**config.mk**
```make
export PLATFORM = sky130hd
export DESIGN_NAME = memmap_decoder
export DESIGN_NICKNAME = d
export VERILOG_FILES = /design/src/rtl/memmap_pkg.sv /design/src/rtl/memmap_window.sv /design/src/rtl/memmap_mapreg.sv /design/src/rtl/memmap_page_match.sv /design/src/rtl/memmap_region_dec.sv /design/src/rtl/memmap_decoder.sv
export SDC_FILE = /design/constraint.sdc
export NUM_CORES = 1
export LEC_CHECK = 0
export BUFFER_PORTS_ARGS = -buffer_cell sky130_fd_sc_hd__buf_2
export CORE_UTILIZATION = 50
export CTS_CLUSTER_SIZE = 16
export DETAILED_ROUTE_END_ITERATION = 6
export PLACE_DENSITY_LB_ADDON = 0.1
export SLEW_MARGIN = 20
export SYNTH_ARGS = -nofsm -noshare
export SYNTH_HDL_FRONTEND = slang
export SYNTH_HIERARCHICAL = 1
export SYNTH_SLANG_ARGS = --single-unit
```
**constraint.sdc**
```tcl
create_clock -name clk -period 3.5 [get_ports clk]
set_input_delay 0.525 -clock clk [delete_from_list [all_inputs] [get_ports clk]]
set_output_delay 0.525 -clock clk [all_outputs]
set_load 0.05 [all_outputs]
```
**src/rtl/memmap_pkg.sv**
```systemverilog
package memmap_pkg;

    typedef enum logic [1:0] {
        MODE_SINGLE   = 2'b00,
        MODE_EXPANDED = 2'b01,
        MODE_BOOT     = 2'b10,
        MODE_TEST     = 2'b11
    } mode_e;

    typedef struct packed {
        logic ext;
        logic rom;
        logic ee;
        logic ram;
        logic regs;
    } sel_t;

    function automatic logic is_special(input logic [1:0] mode);
        return mode[1];
    endfunction

endpackage

```
**src/rtl/memmap_window.sv**
```systemverilog
module memmap_window #(
    parameter int WINDOW = 64
) (
    input  logic clk,
    input  logic rst_n,
    input  logic bus_cyc_i,
    input  logic special_i,
    input  logic wr_hit_i,
    output logic wr_ok_o,
    output logic locked_o
);
    localparam int CNT_W = $clog2(WINDOW + 1);
    localparam logic [CNT_W-1:0] CNT_MAX = CNT_W'(WINDOW);

    typedef struct packed {
        logic [CNT_W-1:0] cnt;
        logic             written;
    } win_state_t;

    win_state_t st_d, st_q;
    logic       open_w;

    always_comb begin
        st_d    = st_q;
        open_w  = (st_q.cnt < CNT_MAX) && !st_q.written;
        wr_ok_o = wr_hit_i && (special_i || open_w);
        if (bus_cyc_i && (st_q.cnt < CNT_MAX)) begin
            st_d.cnt = st_q.cnt + 1'b1;
        end
        if (wr_ok_o && !special_i) begin
            st_d.written = 1'b1;
        end
        locked_o = !open_w;
    end

    always_ff @(posedge clk or negedge rst_n) begin
        if (!rst_n) begin
            st_q <= '0;
        end else begin
            st_q <= st_d;
        end
    end
endmodule

```
**src/rtl/memmap_mapreg.sv**
```systemverilog
module memmap_mapreg #(
    parameter int          MAP_W     = 8,
    parameter logic [MAP_W-1:0] MAP_RESET = 8'h01
) (
    input  logic             clk,
    input  logic             rst_n,
    input  logic             wr_en_i,
    input  logic [MAP_W-1:0] wdata_i,
    output logic [MAP_W-1:0] map_o
);
    typedef struct packed {
        logic [MAP_W-1:0] map;
    } map_state_t;

    map_state_t st_d, st_q;

    always_comb begin
        st_d = st_q;
        if (wr_en_i) begin
            st_d.map = wdata_i;
        end
    end

    always_ff @(posedge clk or negedge rst_n) begin
        if (!rst_n) begin
            st_q.map <= MAP_RESET;
        end else begin
            st_q <= st_d;
        end
    end

    assign map_o = st_q.map;
endmodule

```
**src/rtl/memmap_page_match.sv**
```systemverilog
module memmap_page_match #(
    parameter int ADDR_W     = 16,
    parameter int PAGE_SHIFT = 12,
    parameter int SPAN_W     = 9
) (
    input  logic [ADDR_W-1:0]            addr_i,
    input  logic [ADDR_W-PAGE_SHIFT-1:0] page_i,
    output logic                         hit_o
);
    always_comb begin
        hit_o = (addr_i[ADDR_W-1:PAGE_SHIFT] == page_i)
             && (addr_i[PAGE_SHIFT-1:SPAN_W] == '0);
    end
endmodule

```
**src/rtl/memmap_region_dec.sv**
```systemverilog
module memmap_region_dec
    import memmap_pkg::*;
#(
    parameter int               ADDR_W     = 16,
    parameter int               NIB_W      = 4,
    parameter int               RAM_SPAN_W = 9,
    parameter int               REG_SPAN_W = 6,
    parameter logic [ADDR_W-1:0] ROM_BASE  = 16'hE000,
    parameter int               ROM_SPAN_W = 13,
    parameter logic [ADDR_W-1:0] EE_BASE   = 16'hB600,
    parameter int               EE_SPAN_W  = 9
) (
    input  logic [ADDR_W-1:0] addr_i,
    input  logic [NIB_W-1:0]  ram_page_i,
    input  logic [NIB_W-1:0]  reg_page_i,
    input  logic              rom_on_i,
    input  logic              ee_on_i,
    output sel_t              sel_o
);
    localparam int PAGE_SHIFT = ADDR_W - NIB_W;
    localparam int N_RELOC    = 2;
    localparam int SPAN_TAB [N_RELOC] = '{REG_SPAN_W, RAM_SPAN_W};

    logic [N_RELOC-1:0] reloc_hit;
    logic [NIB_W-1:0]   pages [N_RELOC];
    logic               rom_hit, ee_hit;

    assign pages[0] = reg_page_i;
    assign pages[1] = ram_page_i;

    for (genvar g = 0; g < N_RELOC; g++) begin : g_reloc
        memmap_page_match #(
            .ADDR_W    (ADDR_W),
            .PAGE_SHIFT(PAGE_SHIFT),
            .SPAN_W    (SPAN_TAB[g])
        ) u_match (
            .addr_i(addr_i),
            .page_i(pages[g]),
            .hit_o (reloc_hit[g])
        );
    end

    always_comb begin
        rom_hit = rom_on_i
               && (addr_i[ADDR_W-1:ROM_SPAN_W] == ROM_BASE[ADDR_W-1:ROM_SPAN_W]);
        ee_hit  = ee_on_i
               && (addr_i[ADDR_W-1:EE_SPAN_W] == EE_BASE[ADDR_W-1:EE_SPAN_W]);
        sel_o = '0;
        if (reloc_hit[0]) begin
            sel_o.regs = 1'b1;
        end else if (reloc_hit[1]) begin
            sel_o.ram = 1'b1;
        end else if (ee_hit) begin
            sel_o.ee = 1'b1;
        end else if (rom_hit) begin
            sel_o.rom = 1'b1;
        end else begin
            sel_o.ext = 1'b1;
        end
    end
endmodule

```
**src/rtl/memmap_decoder.sv**
```systemverilog
module memmap_decoder
    import memmap_pkg::*;
#(
    parameter int               ADDR_W     = 16,
    parameter int               MAP_W      = 8,
    parameter logic [MAP_W-1:0] MAP_RESET  = 8'h01,
    parameter int               WINDOW     = 64,
    parameter int               RAM_SPAN_W = 9,
    parameter int               REG_SPAN_W = 6,
    parameter logic [REG_SPAN_W-1:0] MAP_OFFSET = 6'h3D,
    parameter logic [ADDR_W-1:0] ROM_BASE  = 16'hE000,
    parameter int               ROM_SPAN_W = 13,
    parameter logic [ADDR_W-1:0] EE_BASE   = 16'hB600,
    parameter int               EE_SPAN_W  = 9
) (
    input  logic              clk,
    input  logic              rst_n,
    input  logic [1:0]        mode_i,
    input  logic [ADDR_W-1:0] addr_i,
    input  logic              bus_cyc_i,
    input  logic              wr_i,
    input  logic [MAP_W-1:0]  wdata_i,
    input  logic              rom_en_i,
    input  logic              ee_en_i,
    output logic              sel_reg_o,
    output logic              sel_ram_o,
    output logic              sel_ee_o,
    output logic              sel_rom_o,
    output logic              sel_ext_o,
    output logic [MAP_W-1:0]  rdata_o
);
    localparam int NIB_W = MAP_W / 2;

    sel_t             sel;
    logic [MAP_W-1:0] map_q;
    logic             special, rom_on, at_map, wr_hit, wr_ok, win_locked;

    always_comb begin
        special = is_special(mode_i);
        rom_on  = rom_en_i || (mode_e'(mode_i) == MODE_SINGLE);
        at_map  = sel.regs && (addr_i[REG_SPAN_W-1:0] == MAP_OFFSET);
        wr_hit  = at_map && bus_cyc_i && wr_i;
        rdata_o = at_map ? map_q : '0;
    end

    memmap_region_dec #(
        .ADDR_W    (ADDR_W),
        .NIB_W     (NIB_W),
        .RAM_SPAN_W(RAM_SPAN_W),
        .REG_SPAN_W(REG_SPAN_W),
        .ROM_BASE  (ROM_BASE),
        .ROM_SPAN_W(ROM_SPAN_W),
        .EE_BASE   (EE_BASE),
        .EE_SPAN_W (EE_SPAN_W)
    ) u_dec (
        .addr_i    (addr_i),
        .ram_page_i(map_q[MAP_W-1:NIB_W]),
        .reg_page_i(map_q[NIB_W-1:0]),
        .rom_on_i  (rom_on),
        .ee_on_i   (ee_en_i),
        .sel_o     (sel)
    );

    memmap_window #(
        .WINDOW(WINDOW)
    ) u_win (
        .clk      (clk),
        .rst_n    (rst_n),
        .bus_cyc_i(bus_cyc_i),
        .special_i(special),
        .wr_hit_i (wr_hit),
        .wr_ok_o  (wr_ok),
        .locked_o (win_locked)
    );

    memmap_mapreg #(
        .MAP_W    (MAP_W),
        .MAP_RESET(MAP_RESET)
    ) u_map (
        .clk    (clk),
        .rst_n  (rst_n),
        .wr_en_i(wr_ok),
        .wdata_i(wdata_i),
        .map_o  (map_q)
    );

    assign sel_reg_o = sel.regs;
    assign sel_ram_o = sel.ram;
    assign sel_ee_o  = sel.ee;
    assign sel_rom_o = sel.rom;
    assign sel_ext_o = sel.ext;
endmodule

```
Word-level counts from Yosys, hierarchy flattened
Index checks and enable logic that the tools add are counted. Widths: inputs -> output; s select.

Flip-flop bits (word level): 16. Bits of input ports: 32. Word-level logic and storage cells: 37.

Add/sub/neg operators: 1. Magnitude comparators: 1. Equality and inequality tests: 5. Multiplexer cells: 9. Reductions and logical operators: 18.

Operators with widths (number): $logic_and 1x1->1 (11); $eq 4x4->1 (2); $mux 8 (1); $add 7x1->7 const B (1); $eq 7x7->1 const B (1); $lt 7x7->1 const B (1); $eq 6x6->1 const B (1); $logic_not 6->1 (1); $mux 1 (5); $mux 4 (1); $eq 3x3->1 const B (1); $logic_not 3->1 (1); $mux 3 (1); $logic_not 1->1 (2); $logic_not 2->1 (1); $logic_or 1x1->1 (2); $mux 2 (1).

Depth between registers and ports, before layout
Gate-level depths: netlist (run 1).

Depth after elaboration: 8. Mapped depth: 9. Gate-level depth less buffers: 7.

Modules after synthesis
Netlist (run 1), hierarchy kept.

By module, submodules not included: memmap_window (times used 1, cells an instance 28, area each 359.1 sq um, sequential area each 200.2 sq um); memmap_mapreg (times used 1, cells an instance 17, area each 332.8 sq um, sequential area each 201.4 sq um); memmap_decoder (times used 1, cells an instance 21, area each 132.6 sq um, sequential area each 0.0 sq um); memmap_region_dec (times used 1, cells an instance 11, area each 77.6 sq um, sequential area each 0.0 sq um); memmap_page_match (u_dec.g_reloc[0].u_match) (times used 1, cells an instance 7, area each 61.3 sq um, sequential area each 0.0 sq um); memmap_page_match (u_dec.g_reloc[1].u_match) (times used 1, cells an instance 6, area each 55.1 sq um, sequential area each 0.0 sq um).

Worst setup path before layout (run 1)
OpenSTA, ideal clock, no wires.

Kind: input-to-output. Start point: input port addr_i[7]. End point: output port rdata_o[0]. Arrival: 2.913 ns. Data required time: 2.975 ns. Setup slack: 0.062 ns. Cell stages on the path: 5. Path buffers: 1. Cell sequence: or4_1 nor4_2 buf_4 nand4_4 nor3_1.

Cells in the longest elaborated chain, start to end: 5.

RTL lines: start: declaration (line memmap_decoder.sv:19) `input logic [ADDR_W-1:0] addr_i,`; $logic_not 6->1 (line memmap_page_match.sv:12) `&& (addr_i[PAGE_SHIFT-1:SPAN_W] == '0);`; $logic_and 1x1->1 (line memmap_page_match.sv:12); named net u_dec.reloc_hit[0] (line memmap_region_dec.sv:24) `logic [N_RELOC-1:0] reloc_hit;`; $mux 1 (line memmap_region_dec.sv:49) `if (reloc_hit[0]) begin`; named net sel_reg_o (line memmap_decoder.sv:25) `output logic sel_reg_o,`; $logic_and 1x1->1 (line memmap_decoder.sv:41) `at_map = sel.regs && (addr_i[REG_SPAN_W-1:0] == MAP_OFFSET);`; $mux 8 (line memmap_decoder.sv:43) `rdata_o = at_map ? map_q : '0;`; end: declaration (line memmap_decoder.sv:30) `output logic [MAP_W-1:0] rdata_o`.

The timed path passes the listed nets, and every way through them passes these cells.

Final worst setup path (run 1)
Start point: input port addr_i[7]. End point: output port rdata_o[5].

Cells in the longest elaborated chain, start to end: 5.

RTL lines (line): $logic_not 6->1 (memmap_page_match.sv:12); $logic_and 1x1->1 (memmap_page_match.sv:12); $mux 1 (memmap_region_dec.sv:49); $logic_and 1x1->1 (memmap_decoder.sv:41); $mux 8 (memmap_decoder.sv:43).

Every way passes these cells.

==> summary.md, run 1 <==
| Metric | Value |
|---|---|
| Maximum frequency from static timing analysis | between 300 and 400 MHz |
| Initial Util | 55.9% |
| Netlist Area Pre-Place | 1020 µm² |
| Grt total ovfl | 0 |
| Max FO, Critical Path | 9 |
| Min cycle time layout | 2970 ps |
| CTS Hold Buffers Added | 0 |
| Cell at the root of the clock tree | clkbuf_4 |
| Slew HR | 65.9% |
| Routed wirelength normalized by instance count | 13.1 µm |
| Distinct cell type count of the synthesized netlist | 29 |
| Hold Vio Cnt, Final | 0 |
| Unrepaired setup endpoints after global routing | false |
| Maximum number of pins on one net before global-route repair | 17 |
| Synth Warn # | 6 |
| Num rows | 15 |
| Number of endpoints failing setup at the final stage | 0 |
| Number of nets in the layout | 170 |
| Final Util | around 70% |
| Share of the yosys chip area belonging to registers | 39.4% |
| Routability Congestion | 0.762 |
| Post-synthesis sequential element count | 16 |
| Number of enable-type register cells in the synthesized netlist | 0 |
| Final Max Slew Viols | 0 |
| Layout fillers | ~160 |
| Number of buffers between clock root and the deepest sink | 2 |
| Slowest stage cell on the critical path | or4_1 |
| Count of buffer and inverter cells on the critical path | 2 |
| IO Count | 45 |
| Wire length the detailed router placed on met1 | 967 µm |
| DIE WIDTH | 47.1 µm |
| Worst stage delay on the critical path | 530 ps |
| Classification of the worst-slack hold path | input pin to asynchronous set/reset pin |
| Height of the die | between 40 and 50 µm |
| Estimated wirelength of the detail-placed design | 1.74 mm |
| Count of H-tree levels built during CTS | 1 |
| Ratio of cells with drive above 1 in the final layout | 48.5% |
| Met2 wirelength from detailed routing | 963 µm |
| Mean number of vias per cell | 5.07 |
| Total design power | 483 µW |
| CORE AREA | ~1800 µm² |
| Final worst path period share | 84.9% |
| Post-cts repair resize count | 0 |
| Final-layout setup total negative slack | 0 ps |
| Most common cell type on the critical path | buf_2 |
| Initial DRC count | 9 |
| Data arrival at the endpoint of the critical path | 2450 ps |
| Max layer used | met4 |
| Total Routing Usage GR | 21.7% |
| TritonCTS clock tree | yes |
| Wirelength, routed | 2.10 mm |
| Remaining routing DRC violations | 0 |
| Routed Antenna Nets | 0 |
| Crit path launch type | input pin |
| Slew of the pin with the lowest slew margin | ~510 ps |
| Status | completed |
| Setup clock skew after layout | 0.885 ps |
| Class of the most critical setup path | input pin to output port |
| Largest voltage drop on the vdd net | 0.449 mV |
| Number of post-CTS setup repair buffers | 0 |
| Die footprint | 2220 µm² |
| Leakage dissipation | 0.000639 µW |
| TritonCTS Buffers | 3 |
| Largest delay share family, worst path | simple AND/OR/NAND/NOR gates |
| Nets in the synthesized netlist | roughly 120 |
| Async set or reset register ratio after synthesis | between 90% and 100% |
| Synthesis-to-finish area growth | 25.1% |
| CTS clk-pin slew, worst paths | 90 ps |
| Wire length on met3 | 150 µm |
| PortBufs | 44 |
| Antenna diode count | 0 |
| Clock latency on the worst-skew pair | around 270 ps |
| Max cap viols | 0 |
| Power density of the placed cells | 379 nW/µm² |
| Top_reg_cell synth | dfrtp_1 |
| Critical path required time | 2970 ps |
| Vias in the first global route | slightly below 800 |
| Post-Synthesis Mean Instance Area | 11.3 µm² |
| Wire length of the first global-routing pass | between 3 and 4 mm |
| Via total after detailed routing | a little over 800 |
| First-pass detailed-route iteration total | 4 |
| Antenna violations before repair | 0 |
| List of cells traversed by the critical path | buf_2 -> or4_1 -> nor4_2 -> nand4_4 -> nor3_1 -> buf_2 |
| Critical path capture point type | output port |
| CTS sink count | 16 |
| Setup slack after placement | about 480 ps |
| Setup slack after layout | 529 ps |
| Post-synthesis instance total | 90 |
## area by class of cell
class | count | area [µm²] | share of cell area [%]
well taps | 25 | 31.3 | 2.46
clock buffers | 4 | 26.3 | 2.06
repair buffers | 45 | 228 | 17.9
multi-input cells | 62 | 553 | 43.4
flip-flops and latches | 16 | 402 | 31.5
inverters | 9 | 33.8 | 2.65
## worst paths after layout
| path | cells after the start | start | endpoint | slack [ps] |
|---|---|---|---|---|
| max | 6 | addr_i[7] | rdata_o[5] | 530 |
| min | 1 | rst_n | u_win/st_q[1] | 140 |
| max reg2reg | 8 | u_map/map_o[0] | u_map/map_o[6] | 930 |
| max in group asynchronous | 1 | rst_n | u_map/map_o[0] | 3050 |
| min in group clk | 1 | u_win/st_q[0] | u_win/st_q[0] | 460 |
| min reg2reg | 1 | u_win/st_q[0] | u_win/st_q[0] | 460 |
## cells in the final DEF, fill, tap and decap left out
cell	count
nand2b_1	1
xor2_1	5
ha_1	1
nand4b_1	1
nor3_2	1
clkbuf_1	1
a21boi_1	1
inv_1	9
nand3b_4	1
nor2_1	3
and2b_2	1
or2_1	2
clkbuf_4	3
buf_2	44
a21o_1	1
buf_4	1
dfstp_2	1
dfrtp_1	15
nand4_1	5
or4_1	2
nand2_1	3
a41o_1	1
nor2b_2	1
xnor2_1	8
and3_1	1
nor3_1	8
o311a_1	1
nand4_4	1
mux2_4	9
nor4_2	3
o21bai_1	1
## per-layer routing
metal	vias up	global-route usage, %
met3	2	4.62
met5	-	0
met4	0	8.57
li1	408	-
met1	374	27.2
met2	33	36.4
## report_power, final
| group | total [µW] | switching (µW) | internal, µW |
|---|---|---|---|
| clock | 97.9 | 53.7 | 44.1 |
| sequential | 261 | 38.0 | 223 |
| combinational | 124 | 54.8 | 69.4 |
| total | 483 | 147 | 336 |
## synth_stat cells, types with 2 or more instances
library cell  number  area share [%]
buf_6              2             2.2
dfrtp_1           15              37
inv_1              9             3.3
mux2_4             9              13
nand2_1            3             1.1
nand4_1            5             3.1
nor2_1             3             1.1
nor3_1             8             3.9
nor4_2             3             3.7
or2_1              2             1.2
or4_1              2             1.5
xnor2_1            8             6.9
xor2_1             5             4.3
## metrics by stage
stage                     hold WS, ps  cell area [µm²]  instances
after floorplan                   229             1020         90
after global placement            431             1250        157
after detailed placement          440             1250        157
after CTS                         146             1270        161
after global routing              144             1270        161
final                             142             1270        161
## worst reg2reg max path: cells and delay by family (launching register included)
kind            cells  cell delay [ps]
simple gates        4             1040
xor+xnor            1              120
flops               1              570
compound gates      1              190
mux                 1              320
buf+inv             1              220
## flip-flops by register name (all words and copies together) (netlist names)
signal,count
u_map/map_o,8
u_win/st_q,8
## logic make-up after synthesis
logic type | Yosys count | synth area share (%)
flip-flops | 16 | 39.4
AO/OA/AOI/OAI | 5 | 4.18
AND/OR/NAND/NOR | 34 | 24.4
multiplexers | 9 | 13.3
XOR/XNOR | 13 | 11.2
buffers and inverters | 12 | 6.27
adder cells (fa/ha/maj) | 1 | 1.23
Power figures use the tool's default switching activity.
==> run 2, diff against run 1 <==
Settings changed: ABC_AREA set to 1, CORE_UTILIZATION 50 to 43.
Clock period 3.5 ns to 2.55 ns, I/O delays scaled along.
==> run 2 against run 1 <==
Compared with the run above: largest power group unchanged; final area increased by 8.3%; area after synthesis up 6.9%; combinational power is 50% lower; global-route usage fell by 1.9 points; sequential share of layout area decreased by 2.4 points; final cell count rose by 51%; critical path type is now flip-flop to output port.
==> summary.md, run 2 <==
| Metric | Value |
|---|---|
| Status | completed |
| Number of buffers between clock root and the deepest sink | 2 (unchanged) |
| Fraction of the mapped netlist area in simple logic gates | 41.8% (+17 points) |
| Routed Antenna Nets | 0 (unchanged) |
| Number of nets in the layout | 249 (+46%) |
| Initial Util | 47.4% (-8.6 points) |
| Post-cts repair resize count | 0 (unchanged) |
| Area fraction of the dominant cell type after synthesis | 34.5% (-2.4 points) |
| Instance area after placement | 1330 µm² (+6.8%) |
| Classification of the worst-slack hold path | input pin to flip-flop |
| Share of synthesized area spent on multiplexers | 0% (-13 points) |
| Grt total ovfl | 0 (unchanged) |
| Wirelength, routed | 2.36 mm (+12%) |
| Crit path launch type | flip-flop |
| Portion of total power attributed to combinational logic | 12.9% (-13 points) |
| Estimated wirelength of the detail-placed design | 1.96 mm (+13%) |
| Die footprint | 2740 µm² (+23%) |
| Cell count after placement | 238 (+52%) |
| Num rows | 17 (+2) |
| Initial DRC count | 24 (+15) |
| Synth Warn # | 6 (unchanged) |
| Power share of the sequential group | 52.9% (-1.1 points) |
| Antenna violations before repair | 0 (unchanged) |
| Switching component of the power | 112 µW (-24%) |
| Data arrival at the endpoint of the critical path | 1930 ps (-520 ps) |
| Routed wirelength normalized by instance count | 9.73 µm (-26%) |
| Maximum number of pins on one net before global-route repair | 17 (unchanged) |
| Async set or reset register ratio after synthesis | 100% (unchanged) |
| Ratio of cells with drive above 1 in the final layout | 30.2% (-18 points) |
| Layout fillers | 238 (+50%) |
| Setup clock skew after layout | 1.87 ps (+0.984 ps) |
| Number of endpoints failing setup at the final stage | 0 (unchanged) |
| CTS sink count | 16 (unchanged) |
| Via total after detailed routing | 1080 (+32%) |
| Area contributors post-synth | dfrtp_1 (34%), nand2_1 (23%), inv_1 (10%), nor2_1 (7.6%), xnor2_1 (4.0%) |
| Area occupied by registers | 402 µm² (unchanged) |
| Adder-Cell Fraction of Synth Area | 1.15% (-0.079 points) |
| Hold Vio Cnt, Final | 0 (unchanged) |
| TritonCTS Buffers | 3 (unchanged) |
| Switch share | 23.3% (-7.0 points) |
| Final Max Slew Viols | 0 (unchanged) |
| Distinct cell type count of the synthesized netlist | 23 (-21%) |
| Critical path required time | 2170 ps (-800 ps) |
| Final-layout setup total negative slack | 0 ps (unchanged) |
| Slew HR | 76.1% (+10 points) |
| Max cap viols | 0 (unchanged) |
| Class of the most critical setup path | flip-flop to output port |
| Post-Layout Cell Count | 243 (+51%) |
| Xor/xnor cell area share of the yosys netlist | 4.83% (-6.4 points) |
| Dominant cell by count in the synthesized netlist | nand2_1 |
| Top cell types by occurrence after synthesis | nand2_1 (68), inv_1 (29), nor2_1 (22) |
| Mean number of vias per cell | 4.44 (-12%) |
| Remaining routing DRC violations | 0 (unchanged) |
| Multi-input logic area | 544 µm² (-1.6%) |
| Final worst path period share | 90.8% |
| CORE AREA | 2300 µm² (+26%) |
| Total Routing Usage GR | 19.7% (-1.9 points) |
| Antenna diode count | 0 (unchanged) |
| Largest voltage drop on the vdd net | 0.358 mV (-20%) |
| Vias in the first global route | 1004 (+29%) |
| IO Count | 45 (unchanged) |
| List of cells traversed by the critical path | inv_1 -> nand2_1 -> nand4_1 -> nor2_2 -> nand2_1 -> nor2_1 -> nand2_2 -> nor2_1 -> buf_2 |
| First-pass detailed-route iteration total | 4 (unchanged) |
| Most frequent standard cell in the layout excluding fill and tap cells | nand2_1 |
| Min cycle time layout | approximately 2300 ps |
| Top cell type by total area after synthesis | dfrtp_1 |
| Share of the yosys chip area belonging to registers | 36.9% (-2.5 points) |
| Internal power consumption | 368 µW (+9.4%) |
| Post-Synthesis Mean Instance Area | 6.52 µm² (-42%) |
| Unrepaired setup endpoints after global routing | false |
| Cell area after layout | 1380 µm² (+8.3%) |
| Leakage dissipation | 0.000778 µW (+22%) |
| Worst stage delay on the critical path | 560 ps (+30 ps) |
| Synthesis-to-finish area growth | 26.7% |
| Top_reg_cell synth | dfrtp_1 |
| Maximum frequency from static timing analysis | 432 MHz |
| Largest family of logic cells by synthesized area | simple AND/OR/NAND/NOR gates |
| Wire length of the first global-routing pass | 4.05 mm (+25%) |
| PortBufs | 44 (unchanged) |
| Nets in the synthesized netlist | 200 (+63%) |
| Netlist Area Pre-Place | 1090 µm² (+6.9%) |
| Slew of the pin with the lowest slew margin | 358 ps (-148 ps) |
| Routability Congestion | 0.767 (+0.67%) |
| TritonCTS clock tree | yes |
| Power density of the placed cells | 348 nW/µm² (-8.2%) |
| Most frequent cells in the layout | nand2_1 (68), buf_2 (44), inv_1 (29) |
| DIE WIDTH | 52.3 µm (+11%) |
| CTS clk-pin slew, worst paths | 90 ps (about the same) |
| Total design power | 480 µW (-0.63%) |
| Post-synthesis sequential element count | 16 (unchanged) |
| Cell at the root of the clock tree | clkbuf_4 |
| Clock share of power | 34.2% (+14 points) |
| Max FO, Critical Path | 9 (unchanged) |
| Clock latency on the worst-skew pair | 280 ps (about the same) |
| Count of H-tree levels built during CTS | 1 (unchanged) |
| Critical path capture point type | output port |
| Post-synthesis instance total | 167 (+86%) |
| Slowest stage cell on the critical path | dfstp_2 |
| Share of the synthesized area in compound gates (AO/OA/AOI/OAI) | 2.18% (-2.0 points) |
| Height of the die | 52.3 µm (+11%) |
| Number of enable-type register cells in the synthesized netlist | 0 (unchanged) |
-- run 2: layout make-up --
cell class | instances | area share (%)
clock buffers | 4 | 2.63
multi-input cells | 116 | 39.5
repair buffers | 46 | 17.2
inverters | 33 | 8.98
flip-flops and latches | 16 | 29.1
well taps | 28 | 2.54
-- run 2: metal layers --
metal | vias up | track usage [%] | wire length (µm) | share of wire, %
met2 | 28 | 31.2 | 1020 | 43
met4 | 0 | 2.63 | 9 | 0.38
met1 | 470 | 27.0 | 1180 | 50
met3 | 2 | 5.80 | 156 | 6.6
met5 | - | 0 | 0 | 0
li1 | 580 | - | - | -
-- run 2: logic make-up after synthesis --
| family | after synthesis |
|---|---|
| DFF | 16 |
| xor gates and xnor gates | 6 |
| and+or+nand+nor | 106 |
| buffers and inverters | 35 |
| adders and majority gates | 1 |
| AOI/OAI and AO/OA | 3 |
-- run 2: timing repair --
| action | CTS | global route |
|---|---|---|
| hold buffers | 1 | 0 |
| endpoints found under the setup margin | 0 | 0 |
| setup buffers | 0 | 0 |
| endpoints found under the hold margin | 7 | 0 |
-- run 2: critical path: cells and delay by family (launching register included) --
family | cells | cell delay (ps)
DFF | 1 | 560
buffers and inverters | 2 | 320
and+or+nand+nor | 7 | 770
-- run 2: final timing paths --
path / from / endpoint / slack [ps] / cells past startpoint
max: u_map/map_o[0] / rdata_o[6] / 230 / 9
min: wdata_i[0] / u_map/map_o[0] / 300 / 3
max reg2reg: u_map/map_o[0] / u_map/map_o[5] / 550 / 12
min reg2reg: u_win/st_q[0] / u_win/st_q[0] / 460 / 2
max in group asynchronous: rst_n / u_map/map_o[0] / 1720 / 2
min in group asynchronous: rst_n / u_win/st_q[1] / 530 / 2
-- run 2: power groups by stage --
stage	clock network [µW]	logic (µW)	registers, µW
4_1_cts	174	63.0	254
3_3_place_gp	0	60.4	259
2_1_floorplan	0	23.0	259
5_1_grt	184	69.7	254
6_report	164	62.0	254
3_5_place_dp	0	61.5	259
-- run 2: per-stage QoR --
stage	setup slack [ps]	hold WS, ps	utilization, %
floorplan	155	86.9	-
global placement	464	318	58.0
detailed placement	433	318	58.0
CTS	199	284	60.0
global route	21.8	284	60.0
finish	234	296	60.0
